## src/rtl/owire_pkg.sv

```systemverilog
package owire_pkg;

    typedef enum logic [1:0] {
        KIND_RESET = 2'b00,
        KIND_WRITE = 2'b01,
        KIND_READ  = 2'b10,
        KIND_TOUCH = 2'b11
    } cmd_kind_e;

    typedef enum logic [1:0] {
        PH_IDLE = 2'b00,
        PH_LOW  = 2'b01,
        PH_WAIT = 2'b10,
        PH_TAIL = 2'b11
    } phase_e;

    // Slot shape in microseconds: low time, released time up to the
    // sample point, and recovery after the sample point.
    typedef struct packed {
        logic [9:0] low_us;
        logic [9:0] wait_us;
        logic [9:0] tail_us;
        logic       use_sample;
    } slot_shape_t;

    function automatic slot_shape_t shape_of(input cmd_kind_e kind, input logic bit_val);
        slot_shape_t s;
        logic        as_read;
        as_read = (kind == KIND_READ) || ((kind == KIND_TOUCH) && bit_val);
        if (kind == KIND_RESET) begin
            s = '{low_us: 10'd500, wait_us: 10'd70, tail_us: 10'd430, use_sample: 1'b1};
        end else if (as_read) begin
            s = '{low_us: 10'd6, wait_us: 10'd9, tail_us: 10'd55, use_sample: 1'b1};
        end else if ((kind == KIND_WRITE) && bit_val) begin
            s = '{low_us: 10'd6, wait_us: 10'd64, tail_us: 10'd0, use_sample: 1'b0};
        end else begin
            s = '{low_us: 10'd60, wait_us: 10'd10, tail_us: 10'd0, use_sample: 1'b0};
        end
        return s;
    endfunction

endpackage

```

## src/rtl/owire_sync.sv

```systemverilog
module owire_sync (
    input  logic clk,
    input  logic rst_n,
    input  logic async_i,
    output logic sync_o
);
    logic meta_q;
    logic stable_q;

    always_ff @(posedge clk or negedge rst_n) begin
        if (!rst_n) begin
            meta_q   <= 1'b1;
            stable_q <= 1'b1;
        end else begin
            meta_q   <= async_i;
            stable_q <= meta_q;
        end
    end

    assign sync_o = stable_q;
endmodule

```

## src/rtl/owire_us_tick.sv

```systemverilog
module owire_us_tick #(
    parameter int CLKS_PER_US = 4
) (
    input  logic clk,
    input  logic rst_n,
    input  logic restart_i,
    output logic tick_o
);
    localparam int CW = (CLKS_PER_US > 1) ? $clog2(CLKS_PER_US) : 1;
    localparam logic [CW-1:0] LAST = CW'(CLKS_PER_US - 1);

    logic [CW-1:0] cnt_d, cnt_q;

    always_comb begin
        if (restart_i || (cnt_q == LAST)) cnt_d = '0;
        else                              cnt_d = cnt_q + CW'(1);
    end

    always_ff @(posedge clk or negedge rst_n) begin
        if (!rst_n) cnt_q <= '0;
        else        cnt_q <= cnt_d;
    end

    assign tick_o = (cnt_q == LAST);
endmodule

```

## src/rtl/owire_slot_gen.sv

```systemverilog
module owire_slot_gen
    import owire_pkg::*;
#(
    parameter int CLKS_PER_US = 4,
    parameter int MULT_W      = 3
) (
    input  logic              clk,
    input  logic              rst_n,
    input  logic              cmd_valid_i,
    output logic              cmd_ready_o,
    input  logic [1:0]        cmd_kind_i,
    input  logic              cmd_bit_i,
    input  logic [MULT_W-1:0] mult_i,
    output logic              busy_o,
    output logic              done_o,
    output logic              result_o,
    output logic              line_oe_o,
    input  logic              line_i
);
    localparam int MULT_MAX = (1 << MULT_W) - 1;
    localparam int US_W     = $clog2(1000 * MULT_MAX + 1);

    typedef struct packed {
        phase_e          phase;
        logic [US_W-1:0] remain;
        logic [US_W-1:0] wait_len;
        logic [US_W-1:0] tail_len;
        logic            use_sample;
        logic            sample;
        logic            oe;
        logic            done;
        logic            result;
    } state_t;

    state_t          st_d, st_q;
    logic            line_sync;
    logic            us_tick;
    logic            accept;
    logic            last_us;
    slot_shape_t     shape;
    logic [US_W-1:0] mult_eff;

    owire_sync u_sync (
        .clk     (clk),
        .rst_n   (rst_n),
        .async_i (line_i),
        .sync_o  (line_sync)
    );

    owire_us_tick #(.CLKS_PER_US(CLKS_PER_US)) u_tick (
        .clk       (clk),
        .rst_n     (rst_n),
        .restart_i (accept),
        .tick_o    (us_tick)
    );

    assign accept   = cmd_valid_i && (st_q.phase == PH_IDLE);
    assign last_us  = us_tick && (st_q.remain == US_W'(1));
    assign shape    = shape_of(cmd_kind_e'(cmd_kind_i), cmd_bit_i);
    assign mult_eff = (mult_i == '0) ? US_W'(1) : US_W'(mult_i);

    always_comb begin
        st_d      = st_q;
        st_d.done = 1'b0;
        unique case (st_q.phase)
            PH_IDLE: begin
                if (accept) begin
                    st_d.phase      = PH_LOW;
                    st_d.oe         = 1'b1;
                    st_d.remain     = US_W'(shape.low_us) * mult_eff;
                    st_d.wait_len   = US_W'(shape.wait_us) * mult_eff;
                    st_d.tail_len   = US_W'(shape.tail_us) * mult_eff;
                    st_d.use_sample = shape.use_sample;
                    st_d.sample     = 1'b0;
                end
            end
            PH_LOW: begin
                if (last_us) begin
                    st_d.phase  = PH_WAIT;
                    st_d.oe     = 1'b0;
                    st_d.remain = st_q.wait_len;
                end else if (us_tick) begin
                    st_d.remain = st_q.remain - US_W'(1);
                end
            end
            PH_WAIT: begin
                if (last_us) begin
                    st_d.sample = st_q.use_sample ? line_sync : 1'b0;
                    if (st_q.tail_len == '0) begin
                        st_d.phase  = PH_IDLE;
                        st_d.done   = 1'b1;
                        st_d.result = st_q.use_sample ? line_sync : 1'b0;
                    end else begin
                        st_d.phase  = PH_TAIL;
                        st_d.remain = st_q.tail_len;
                    end
                end else if (us_tick) begin
                    st_d.remain = st_q.remain - US_W'(1);
                end
            end
            PH_TAIL: begin
                if (last_us) begin
                    st_d.phase  = PH_IDLE;
                    st_d.done   = 1'b1;
                    st_d.result = st_q.sample;
                end else if (us_tick) begin
                    st_d.remain = st_q.remain - US_W'(1);
                end
            end
            default: st_d.phase = PH_IDLE;
        endcase
    end

    always_ff @(posedge clk or negedge rst_n) begin
        if (!rst_n) begin
            st_q <= '{phase: PH_IDLE, remain: '0, wait_len: '0, tail_len: '0,
                      use_sample: 1'b0, sample: 1'b0, oe: 1'b0, done: 1'b0,
                      result: 1'b0};
        end else begin
            st_q <= st_d;
        end
    end

    assign cmd_ready_o = (st_q.phase == PH_IDLE);
    assign busy_o      = (st_q.phase != PH_IDLE);
    assign done_o      = st_q.done;
    assign result_o    = st_q.result;
    assign line_oe_o   = st_q.oe;
endmodule

```

## config.mk

```make
export PLATFORM = sky130hd
export DESIGN_NAME = owire_slot_gen
export DESIGN_NICKNAME = d
export VERILOG_FILES = /design/src/rtl/owire_pkg.sv /design/src/rtl/owire_sync.sv /design/src/rtl/owire_us_tick.sv /design/src/rtl/owire_slot_gen.sv
export SDC_FILE = /design/constraint.sdc
export NUM_CORES = 1
export LEC_CHECK = 0
export BUFFER_PORTS_ARGS = -buffer_cell sky130_fd_sc_hd__buf_2
export CORE_MARGIN = 4
export CORE_UTILIZATION = 45
export CTS_BUF_LIST = sky130_fd_sc_hd__clkbuf_4 sky130_fd_sc_hd__clkbuf_8
export DETAILED_ROUTE_END_ITERATION = 8
export SLEW_MARGIN = 20
export SYNTH_ARGS = -nofsm -noshare
export SYNTH_HDL_FRONTEND = slang
export SYNTH_SLANG_ARGS = --single-unit
```

## constraint.sdc

```tcl
create_clock -name clk -period 2.9 [get_ports clk]
set_clock_uncertainty 0.15 [all_clocks]
set_input_delay 0.435 -clock clk [delete_from_list [all_inputs] [get_ports clk]]
set_output_delay 0.435 -clock clk [all_outputs]
set_load 0.005 [all_outputs]
```

=== Yosys cells after proc, flatten, opt, wreduce, memory -nomap -nowiden ===
Cells that the tools add are included.

* Latch bits: 0
* Memories: 0
* Register bits: 50
* Input bits: 10
* Word-level logic and storage cells: 77
* Output and inout port bits: 5
* Bits in writable memories: 0
* ROM bits: 0

* Div/mod/pow operators: 0
* Multiplexer cells: 25
* Add/sub/neg operators: 2
* Magnitude comparators: 0
* Shifts and indexed selects: 0
* Eq/ne operators: 15
* Reductions and logical operators: 20
* Bitwise operators: 0
* Multipliers: 3

{| class="wikitable"
|+ Operators with widths
! cell !! count
|-
| 13-bit 2-to-1 mux || 5
|-
| 15-bit case mux with 4 select lines || 1
|-
| 27-bit 2-to-1 mux || 2
|-
| 44-bit 2-to-1 mux || 1
|-
| 10-bit by 3-bit multiplier with 13-bit output || 3
|-
| 31-bit 2-to-1 mux || 1
|-
| 2-bit 2-to-1 mux || 8
|-
| 13-bit by 1-bit equality test with 1-bit output, second input constant || 1
|-
| 13-bit logical NOT || 1
|-
| 13-bit by 1-bit subtractor with 13-bit output, second input constant || 1
|-
| 2-bit equality test, second input constant || 5
|-
| 2-bit inequality test, second input constant || 5
|-
| 3-bit AND reduction || 3
|-
| 4-bit AND reduction || 2
|-
| 2-bit nonzero test || 4
|-
| 2-bit by 1-bit equality test with 1-bit output, second input constant || 2
|-
| 1-bit logical AND || 4
|-
| 2-bit logical NOT || 2
|-
| 1-bit case mux with 2 select lines || 2
|-
| 2-bit case mux with 2 select lines || 1
|-
| 3-bit logical NOT || 1
|-
| 1-bit 2-to-1 mux || 3
|-
| 3-bit 2-to-1 mux || 1
|-
| 3-bit inequality test, second input constant || 1
|-
| 4 further kinds || 5
|}

=== Logic depth before layout (Yosys ltp) ===
Gate-level depths: netlist (run 1).

* Depth after elaboration: 8
* Mapped depth: 16
* Gate-level depth less buffers: 15

=== By module ===
A second synthesis (run 1) with hierarchy kept.

* Cell total of the unflattened synthesis: 464
* Area, all modules: 3843.7 sq um

{| class="wikitable"
|+ By module, submodules not included
! module !! area an instance (sq um) !! cells an instance !! times used
|-
| owire_slot_gen || 3706.1 || 457 || 1
|-
| owire_us_tick || 85.1 || 5 || 1
|-
| owire_sync || 52.6 || 2 || 1
|}

=== Worst setup path after synthesis (run 1) ===
OpenSTA, ideal clock, no wires.

* Path kind: input-to-reg
* Start: input port mult_i[1]
* End: register st_q[40] (netlist bit)
* Library setup time: 0.123 ns
* Arrival: 3.335 ns
* Slack: -0.709 ns
* Stages: 16
* Path through: clkbuf_1 clkinv_1 a21oi_1 inv_1 nand2_1 fa_1 inv_1 ha_1 inv_1 fa_1 nor2b_1 o31ai_1 a21oi_1 xnor2_1 a221oi_2 o21ai_1

* Cells in the longest elaborated chain, start to end: 5

{| class="wikitable"
|+ RTL lines
! item !! line !! source
|-
| start, declared || owire_slot_gen.sv:13 || <nowiki>input logic [MULT_W-1:0] mult_i,</nowiki>
|-
| 3-bit logical NOT || owire_slot_gen.sv:60 || <nowiki>assign mult_eff = (mult_i == '0) ? US_W'(1) : US_W'(mult_i);</nowiki>
|-
| 3-bit 2-to-1 mux * || owire_slot_gen.sv:60 ||
|-
| 10-bit by 3-bit multiplier with 13-bit output * || owire_slot_gen.sv:70 || <nowiki>st_d.remain = US_W'(shape.low_us) * mult_eff;</nowiki>
|-
| 44-bit 2-to-1 mux * || owire_slot_gen.sv:67 || <nowiki>if (accept) begin</nowiki>
|-
| 15-bit case mux with 4 select lines * || owire_slot_gen.sv:65 || <nowiki>unique case (st_q.phase)</nowiki>
|-
| end signal, assigned || owire_slot_gen.sv:116 || <nowiki>st_q <= '{phase: PH_IDLE, remain: '0, wait_len: '0, tail_len: '0,</nowiki>
|-
| end signal, assigned || owire_slot_gen.sv:120 || <nowiki>st_q <= st_d;</nowiki>
|-
| end, declared || owire_slot_gen.sv:35 || <nowiki>state_t st_d, st_q;</nowiki>
|}

Every way passes the cells marked *; elsewhere a longest branch is shown, timed or not. The select of a mux whose other input is x is not followed.
A chain may end at the register's enable or synchronous reset.

=== Worst setup path in the final report (run 1) ===
* Start: input port cmd_bit_i
* End: register st_q[40] (netlist bit)

* Cells in the longest elaborated chain, start to end: 7

{| class="wikitable"
|+ RTL lines
! item !! line !! source
|-
| start, declared || owire_slot_gen.sv:12 || <nowiki>input logic cmd_bit_i,</nowiki>
|-
| 1-bit logical AND (on tied branches) || owire_pkg.sv:34, owire_pkg.sv:29 ||
|-
| 27-bit 2-to-1 mux or 1-bit logical OR (tied branches) || owire_pkg.sv:34, owire_pkg.sv:29 ||
|-
| 27-bit 2-to-1 mux * || owire_pkg.sv:32 || <nowiki>end else if (as_read) begin</nowiki>
|-
| 31-bit 2-to-1 mux * || owire_pkg.sv:30 || <nowiki>if (kind == KIND_RESET) begin</nowiki>
|-
| 10-bit by 3-bit multiplier with 13-bit output * || owire_slot_gen.sv:70 ||
|-
| 44-bit 2-to-1 mux * || owire_slot_gen.sv:67 ||
|-
| 15-bit case mux with 4 select lines * || owire_slot_gen.sv:65 ||
|}

Marked as above.

==> results of run 1 <==
-- flip-flops by register name (all words and copies together) (netlist names) --
signal / count
done_o: 1
u_sync.meta_q: 1
u_tick.cnt_q: 2
line_oe_o: 1
u_sync.sync_o: 1
result_o: 1
st_q: 38
-- routing by layer --
| metal | vias to the layer above | global-route usage, % | wire length [µm] |
|---|---|---|---|
| met3 | 13 | 2.45 | 357 |
| met5 | - | 0 | 0 |
| met2 | 65 | 36.3 | 5000 |
| met1 | 1694 | 30.1 | 4760 |
| met4 | 0 | 6.09 | 212 |
| li1 | 1755 | - | - |
-- power by group --
group | switching (mW) | internal (mW) | total (mW)
registers | 0.111 | 0.763 | 0.874
clock network | 0.242 | 0.258 | 0.500
logic | 0.447 | 0.402 | 0.849
-- cell families (layout without fill, tap and decap cells) --
group	after synthesis	after routing	synth area share, %
AND/OR/NAND/NOR	162	162	20.6
AO/OA/AOI/OAI	124	124	21.2
buffers and inverters	47	130	5.50
flip-flops	45	45	29.9
XOR/XNOR	19	19	4.40
adder cells (fa/ha/maj)	47	47	17.3
multiplexers	4	4	1.13
-- worst max-delay path: stages --
cell	delay, ns
buf_4	0.13
nor2b_4	0.16
buf_6	0.13
nand2_2	0.06
fa_1	0.46
inv_2	0.08
ha_4	0.13
inv_2	0.04
fa_2	0.41
nor2b_4	0.15
o31ai_4	0.09
a21oi_2	0.14
xnor2_1	0.10
a221oi_2	0.23
o21ai_1	0.10
-- how the worst min path moves through the flow --
stage | to | from | cells past startpoint
detailed placement | u_sync.sync_o | u_sync.meta_q | 0
finish | u_tick.cnt_q[0] | rst_n | 1
CTS | u_sync.meta_q | line_i | 1
global placement | u_sync.sync_o | u_sync.meta_q | 0
global route | u_tick.cnt_q[0] | rst_n | 1
floorplan | done_o | rst_n | 0
-- repair_timing --
| action | CTS | global route |
|---|---|---|
| resized for setup | 2 | 36 |
| pin swaps | 0 | 12 |
| buffers inserted | 0 | 3 |
| setup endpoints to repair | 8 | 14 |
-- synthesized netlist by cell type (5+ instances only) --
cell type,count,share of area (%)
a21oi_1,21,2.8
clkbuf_1,15,1.5
dfrtp_1,43,28
fa_1,9,4.8
ha_1,37,12
inv_1,22,2.2
nand2_1,60,6.0
nand2b_1,7,1.2
nand3_1,13,1.7
nor2_1,32,3.2
nor2b_1,6,0.99
nor3_1,13,1.7
nor4_1,6,0.99
o211ai_1,8,1.6
o21a_1,5,0.99
o21ai_0,34,4.5
o21ai_1,8,1.1
o31a_1,5,1.2
or2_2,6,0.99
xnor2_1,12,2.8
xor2_1,7,1.6
-- cell type report --
| class | instances | area, µm² | area share, % |
|---|---|---|---|
| clock buffer | 5 | 68.8 | 1.43 |
| clock inverter | 3 | 46.3 | 0.964 |
| inverter | 24 | 105 | 2.19 |
| multi-input combinational | 356 | 2580 | 53.8 |
| sequential | 45 | 1130 | 23.5 |
| tap | 105 | 131 | 2.73 |
| timing repair buffer | 98 | 741 | 15.4 |
==> flow_summary_export.csv, run 1 <==
group,metric,value,unit
sta,finalCriticalPeriod,2.81,ns
synthesis,synth_warnings,0,
detailed_routing,wire_per_inst,16.2,µm
synthesis,synth-seq-cells,45,
clock_network,numCtsBuffers,5,
global_route,antenna_found_initial,0,
placement,dp_slack,-0.439,ns
clock_network,clock_sinks,45,
global_route,grt_use_total,21.8,%
layout,fin_area,4800,µm²
sta,tns,0,ns
detailed_routing,vias,3527,
outcome,status,"finished, violations left",
synthesis,synth-edff-count,0,
layout,antenna_cells,0,
setup_path,crit_path_start_kind,"input port",
pwr,p_per_area,463,nW/µm²
synthesis,netlist_instances,448,
synthesis,syn_avg_cell_area,8.43,µm²
clock_network,insertion_delay,0.31,ns
global_route,grt_max_degree,46,
synthesis,syn_area,3780,µm²
placement,io_buffer_count,14,
sta,grt_setup_unrepaired,"yes",
setup_path,crit_path_start,"cmd_bit_i",
floorplanning,start_util,46.2,%
clock_network,cts_root_buf,"clkbuf_8",
detailed_routing,drt-total-wl,10300,µm
detailed_routing,drc_errors,0,
floorplanning,die_w,99.6,µm
sta,max_slew_margin,58.5,%
setup_path,ff2ff_path_depth,6,
setup_path,endpoint,"st_q[40]",
layout,fillers,747,
synthesis,ys_types,59,
clock_network,tritoncts,"yes",
layout,layout.nets,586,
layout,area_growth,27.2,%
setup_path,worstPathMaxFanout,4,
setup_path,rrSetupSlack,0.16,ns
setup_path,r2r-end,"st_q[39]",
global_route,overflow,0,
layout,final_cells,636,
outcome,violations,"hold timing",
floorplanning,core,8180,µm²
placement,gp_congestion,0.903,
pwr,p_leak,2.25,nW
clock_network,clk_pin_slew,0.09,ns
sta,holdWs,-0.0364,ns
floorplanning,die_area,9930,µm²
sta,min_period_over_period,96.8,%
layout,layout-drive-gt1-share,29.0,%
layout,mostFrequentLayoutCells,"85 x buf_4, 58 x nand2_1, 43 x dfrtp_1",
detailed_routing,drt_iter0_drc,157,
placement,place_hpwl,8140,µm
sta,drv_slew,0,
floorplanning,fp-row-count,33,
placement,dpl.cell_count,625,
worst_hold_path,hold_path.class,"input port to async pin",
synthesis,syn_nets,504,
setup_path,cp-end-kind,"flop",
floorplanning,pin_count,15,
pwr,power,2.22,mW
synthesis,yosysSeqAreaShare,29.9,%
sta,max_slew.worst_pin.slew,0.623,ns
setup_path,arrival,2.85,ns
detailed_routing,vias_per_cell,5.55,
sta,hold_viol,43,
setup_path,critPathRequiredTime,2.95,ns
layout,final_common_cell,"buf_4",
global_route,grt_pass1_wl,17300,µm
synthesis,synthFlopType,"dfrtp_1",
clock_network,hold_buffers,0,
detailed_routing,drtPass1Iterations,6,
placement,place_area,4530,µm²
clock_network,h-tree-depth,2,
flow_run,cap_violations,0,
setup_path,worstReg2RegStart,"st_q[35]",
pwr,vdd_ir_drop_max,0.266,mV
sta,max_freq,356,MHz
layout,fin_util,58.8,%
sta,layout_setup_ws,0.0927,ns
detailed_routing,ant_nets,0,
sta,setup_viol,0,
clock_network,cts_buffer_depth,2,
setup_path,worstSetupPathType,"input port to flop",
floorplanning,fp.dieH,99.6,µm
global_route,grt_pass1_vias,3522,
synthesis,async_reset_ff_share,100,%
Power figures use the tool's default switching activity.
==> run 2: changes to the inputs <==
- REMOVE_ABC_BUFFERS: unset -> 1
==> run 2 against run 1 <==
  * The flow still finishes with violations (hold timing)
  * Power decreased by 1.5%
  * Critical path depth decreased by 9
  * Clock power decreased by 15%
  * Setup slack got worse by 0.0069 ns
  * Hold slack improved by 0.0059 ns
  * Non-clock buffer count increased by 14
  * Cell area increased by 2.0%
  * Largest power group unchanged
  * Highest routed layer unchanged
==> flow_summary_export.csv, run 2 (synthesis results as in run 1) <==
group,metric,value,unit
setup_path,worstSetupPathType,"flop to flop",
clock_network,clock_sinks,45,
detailed_routing,wire_per_inst,16.1,µm
placement,dpl.cell_count,637,
pwr,power,2.19,mW
detailed_routing,drt_iter0_drc,195,
sta,setup_viol,0,
clock_network,cts_buffer_depth,2,
pwr,clock_power_share,19.5,%
sta,max_slew_margin,60.8,%
floorplanning,fp.dieH,99.6,µm
sta,max_freq,355,MHz
pwr,p_per_area,447,nW/µm²
placement,io_buffer_count,14,
global_route,grt_pass1_vias,3555,
outcome,status,"finished, violations left",
setup_path,worstPathMaxFanout,12,
global_route,grt_max_degree,46,
global_route,antenna_found_initial,0,
layout,final_cells,650,
layout,layout.nets,600,
floorplanning,fp-row-count,33,
placement,place_hpwl,8240,µm
clock_network,numCtsBuffers,5,
floorplanning,die_w,99.6,µm
setup_path,crit_path_start_kind,"flop",
flow_run,cap_violations,0,
sta,hold_viol,43,
clock_network,clk_pin_slew,0.09,ns
detailed_routing,ant_nets,0,
outcome,violations,"hold timing",
floorplanning,die_area,9930,µm²
layout,antenna_cells,0,
layout,largest_register_ffs,38,
layout,top_regs,"st_q x38, u_tick.cnt_q x2",
sta,max_slew.worst_pin.slew,0.589,ns
detailed_routing,drc_errors,0,
clock_network,cts_root_buf,"clkbuf_8",
setup_path,arrival,2.86,ns
pwr,p_comb_share,40.1,%
layout,final_common_cell,"buf_4",
clock_network,h-tree-depth,2,
floorplanning,core,8180,µm²
sta,drv_slew,0,
pwr,switching_power,0.800,mW
detailed_routing,vias_per_cell,5.48,
detailed_routing,drtPass1Iterations,5,
floorplanning,start_util,46.2,%
sta,min_period_over_period,97.0,%
pwr,switching_share,36.6,%
floorplanning,pin_count,15,
worst_hold_path,hold_path.class,"input port to async pin",
sta,holdWs,-0.0305,ns
sta,finalCriticalPeriod,2.81,ns
layout,largest_register,"st_q",
layout,mostFrequentLayoutCells,"97 x buf_4, 58 x nand2_1, 43 x dfrtp_1",
pwr,p_int,1.39,mW
global_route,overflow,0,
setup_path,critPathRequiredTime,2.95,ns
pwr,seq_power_share,40.4,%
placement,gp_congestion,0.837,
global_route,grt_pass1_wl,17200,µm
pwr,vdd_ir_drop_max,0.315,mV
clock_network,tritoncts,"yes",
detailed_routing,vias,3562,
setup_path,cp-end-kind,"flop",
global_route,grt_use_total,21.4,%
clock_network,insertion_delay,0.31,ns
pwr,p_leak,2.30,nW
detailed_routing,drt-total-wl,10500,µm
layout,layout-drive-gt1-share,31.7,%
layout,area_growth,29.6,%
clock_network,hold_buffers,0,
==> run 2: cell count changes in the layout (fill, tap and decap cells not counted), moves of 2 or more <==
cell,change
buf_2,+3
ha_1,-2
ha_4,+2
buf_4,+12
inv_1,+2
==> run 2: layer usage <==
layer	vias up	part of all wire (%)	wire length [µm]	track usage, %
li1	1778	-	-	-
met1	1705	47	4890	29.8
met2	63	49	5100	35.1
met3	16	3.5	364	3.02
met4	0	1.4	146	5.57
met5	-	0	0	0
==> run 2: worst paths after layout <==
kind | from | to | slack (ns) | cells past startpoint
worst max-delay path | st_q[35] | st_q[40] | 0.09 | 6
worst min-delay path | rst_n | u_tick.cnt_q[1] | -0.03 | 1
worst max register to register | st_q[35] | st_q[40] | 0.09 | 6
worst min register to register | u_sync.meta_q | u_sync.sync_o | 0.21 | 0
max in group asynchronous | rst_n | done_o | 2.22 | 1
min in group clk | line_i | u_sync.meta_q | 0.07 | 1
==> run 2: repair_timing <==
action	CTS	global route
pin swaps	9	14
setup endpoints to repair	11	15
setup buffers	4	1
resized for setup	20	31
==> run 2: worst max-delay path, cell delays in order (launching register included) <==
cell and delay (ns):
dfrtp_1 0.43, or4_1 0.62, or4_4 0.54, maj3_2 0.45, nor2b_4 0.18, a221oi_2 0.23
o21ai_1 0.09
==> run 2: cell type report <==
type / instances / area, µm²
tap: 105 / 131
timing repair buffer: 112 / 822
clock buffer: 7 / 90.1
clock inverter: 1 / 7.51
fill: 767 / 3280
multi-input combinational: 356 / 2630
inverter: 24 / 90.1
sequential: 45 / 1130
==> run 2: per-stage QoR <==
stage / utilization, % / TNS (ns) / area [µm²] / setup WS (ns) / hold WS [ns]
final: 59.9 / 0 / 4900 / 0.0857 / -0.0305
after global placement: 55.9 / -5.06 / 4570 / -0.378 / 0.196
after CTS: 58.2 / 0 / 4760 / 0.00127 / 0.0636
after global routing: 59.9 / -0.00596 / 4900 / -0.00596 / 0.0155
after floorplan: - / -4.61 / 3660 / -0.492 / -0.0106
after detailed placement: 55.9 / -5.71 / 4570 / -0.474 / 0.198
==> run 2: power groups by stage <==
stage / registers, mW / clock network [mW] / logic (mW)
2_1_floorplan: 0.862 / 0 / 0.462
6_report: 0.884 / 0.426 / 0.879
4_1_cts: 0.879 / 0.432 / 0.836
5_1_grt: 0.899 / 0.456 / 0.973
3_5_place_dp: 0.891 / 0 / 0.806
3_3_place_gp: 0.884 / 0 / 0.794
==> run 3: changes to the inputs <==
- SYNTH_HIERARCHICAL: unset -> 1
- clock period: 2.9 -> 2.3 ns (I/O delays scaled with it)
==> run 3 against run 2 <==
  * The flow finishes with violations (setup timing)
  * Highest routed layer unchanged
  * Hold slack better by 0.24 ns
  * Sequential power grew 31%
  * Die area rose by 1.6%
  * Sequential cell count unchanged
  * Sequential share of layout area fell by 3.0 points
  * Setup slack lost 0.62 ns
  * First-iteration DRC count down 23%
  * Largest power group is now combinational logic
  * Synthesized cell count increased by 3.6%
==> flow_summary_export.csv, run 3 <==
group,metric,value,unit
floorplanning,core,8260,µm²
pwr,p_leak,2.63,nW
sta,finalCriticalPeriod,2.83,ns
synthesis,post-synth-top-count-cell,"nand2_1",
floorplanning,die_area,10100,µm²
sta,tns,-7.02,ns
synthesis,synth_top_area_share,28.0,%
sta,min_period_over_period,123,%
placement,gp_congestion,0.903,
global_route,grt_use_total,23.1,%
setup_path,ff2ff_path_depth,6,
setup_path,critPathSlowestCell,"or3_1",
sta,max_freq,353,MHz
setup_path,worstReg2RegStart,"u_tick/cnt_q[0]",
setup_path,crit_family,"compound AO/OA/AOI/OAI gates",
setup_path,cp-end-kind,"flop",
clock_network,numCtsBuffers,5,
setup_path,worst_path_most_repeated_cell,"inv_2",
placement,dp_slack,-1.22,ns
outcome,status,"finished, violations left",
detailed_routing,drc_errors,0,
setup_path,critPathRequiredTime,2.35,ns
synthesis,async_reset_ff_share,100,%
pwr,vdd_ir_drop_max,0.325,mV
setup_path,critPathMaxStageDelay,0.38,ns
setup_path,rrSetupSlack,0.04,ns
worst_hold_path,hold_path.class,"flop to flop",
detailed_routing,drt_iter0_drc,150,
layout,mostFrequentLayoutCells,"103 x buf_4, 52 x nand2_1, 43 x dfrtp_1",
clock_network,cts_buffer_depth,2,
sta,holdWs,0.212,ns
layout,antenna_cells,0,
detailed_routing,wire_per_inst,16.6,µm
synthesis,ys_types,63,
global_route,antenna_found_initial,0,
detailed_routing,vias_per_cell,5.44,
clock_network,clock_sinks,45,
placement,place_hpwl,8450,µm
clock_network,insertion_delay,0.31,ns
outcome,violations,"setup timing",
layout,largest_register_ffs,38,
setup_path,worstSetupPathType,"input port to flop",
detailed_routing,drt-total-wl,11500,µm
setup_path,crit_path_start_kind,"input port",
worst_hold_path,hold_end,"u_sync/sync_o",
synthesis,syn_avg_cell_area,8.28,µm²
floorplanning,fp.dieH,100,µm
synthesis,ys_top_cells_by_count,"60 x nand2_1, 44 x inv_1, 43 x dfrtp_1",
synthesis,synth-seq-cells,45,
sta,grt_setup_unrepaired,"yes",
layout,largest_register,"st_q",
synthesis,synth_top_area_cell,"dfrtp_1",
global_route,grt_pass1_vias,3805,
setup_path,crit_chain,"buf_8, clkinv_4, a21oi_4, inv_2, nand2_2, inv_2, nor2_4, inv_2, buf_6, ha_4, ha_4, inv_2, fa_2, nor2b_1, o21a_1, o21ai_2, a21boi_1, or3_1, a31o_2",
floorplanning,start_util,46.5,%
floorplanning,fp-row-count,33,
floorplanning,pin_count,15,
clock_network,cts_root_buf,"clkbuf_8",
worst_hold_path,hold_path_depth,0,
setup_path,arrival,2.88,ns
pwr,p_per_area,545,nW/µm²
layout,layout-drive-gt1-share,42.6,%
layout,layout.nets,645,
clock_network,tritoncts,"yes",
global_route,grt_max_degree,42,
floorplanning,die_w,100,µm
sta,drv_slew,0,
synthesis,synth-edff-count,0,
synthesis,synthFlopType,"dfrtp_1",
sta,max_slew.worst_pin.slew,0.667,ns
synthesis,netlist_instances,464,
synthesis,yosysSeqAreaShare,29.4,%
setup_path,r2r-end,"st_q[42]",
synthesis,synth_warnings,6,
detailed_routing,vias,3776,
worst_hold_path,min_from,"u_sync/meta_q",
clock_network,clk_pin_slew,0.10,ns
layout,top_regs,"st_q x38, u_tick/cnt_q x2",
global_route,overflow,0,
sta,max_slew_margin,55.5,%
clock_network,h-tree-depth,2,
layout,final_common_cell,"buf_4",
synthesis,synth.area.top_cells,"dfrtp_1 28%, ha_1 12%, nand2_1 5.9%, fa_1 5.2%, o21ai_0 4.9%",
sta,layout_setup_ws,-0.530,ns
setup_path,worst-path-buf-inv,7,
global_route,grt_pass1_wl,18500,µm
setup_path,worstPathMaxFanout,4,
sta,hold_viol,0,
layout,area_growth,46.7,%
placement,io_buffer_count,14,
synthesis,syn_area,3840,µm²
sta,setup_viol,20,
detailed_routing,ant_nets,0,
detailed_routing,drtPass1Iterations,4,
flow_run,cap_violations,0,
==> run 3: changes by cell type after synthesis, moves of 4 or more <==
cell      delta
nor2_1       +9
o22ai_1      +4
o21ai_0      +4
inv_1       +22
o211ai_1     -7
xnor2_1      -5
o21ai_1      -8
or3_1        +4
clkbuf_1     -6
o31a_1       -5
==> run 3: where the power goes <==
part	internal, mW	total [mW]	switching [mW]
sequential	0.980	1.16	0.176
clock	0.222	0.523	0.302
combinational	0.686	1.39	0.708
total	1.89	3.07	1.19
==> run 3: through the flow <==
stage	total power [mW]	cell area (µm²)	std cells	utilization [%]
2_1_floorplan	1.81	3760	448	-
3_3_place_gp	2.25	4700	664	57.0
3_5_place_dp	2.28	4700	664	57.0
5_1_grt	3.30	5640	694	68.3
4_1_cts	2.95	5300	684	64.2
6_report	3.07	5640	694	68.3
==> run 3: cells by family (layout without fill, tap and decap cells) <==
logic type,count (synthesis),count (layout),synth area share (%)
and+or+nand+nor,167,167,20.8
buffers and inverters,62,187,6.64
adders and majority gates,51,51,18.3
muxes,5,5,1.37
AOI/OAI and AO/OA,118,118,19.8
xor gates and xnor gates,16,16,3.65
DFF,45,45,29.4
==> run 3: how the worst max path moves through the flow <==
stage / cells past startpoint / endpoint / from
2_1_floorplan: 17 / st_q[15] / mult_i[1]
3_3_place_gp: 18 / st_q[15] / mult_i[1]
3_5_place_dp: 18 / st_q[15] / mult_i[1]
4_1_cts: 18 / st_q[15] / mult_i[2]
5_1_grt: 19 / st_q[13] / mult_i[1]
6_report: 19 / st_q[13] / mult_i[1]
==> run 3: final cells by class <==
type / count / area (µm²)
multi-input combinational: 357 / 3020
fill: 653 / 2620
sequential: 45 / 1130
timing repair buffer: 133 / 1080
inverter: 46 / 185
tap: 105 / 131
clock buffer: 5 / 68.8
clock inverter: 3 / 26.3
==> run 3: layer usage <==
layer  vias to the layer above  part of all wire [%]  wire length (µm)  track usage (%)
li1                       1873                     -                 -                -
met1                      1813                    45              5190             31.1
met5                         -                     0                 0                0
met3                        22                   2.9               331             2.36
met2                        68                    50              5720             39.1
met4                         0                   2.4               282             7.25
==> run 3: what timing repair did <==
item / in CTS / in global routing
hold buffers: 2 / 0
pin swaps: 52 / 41
resized for setup: 110 / 55
endpoints found under the hold margin: 27 / 0
endpoints found under the setup margin: 24 / 29
buffers inserted: 11 / 13
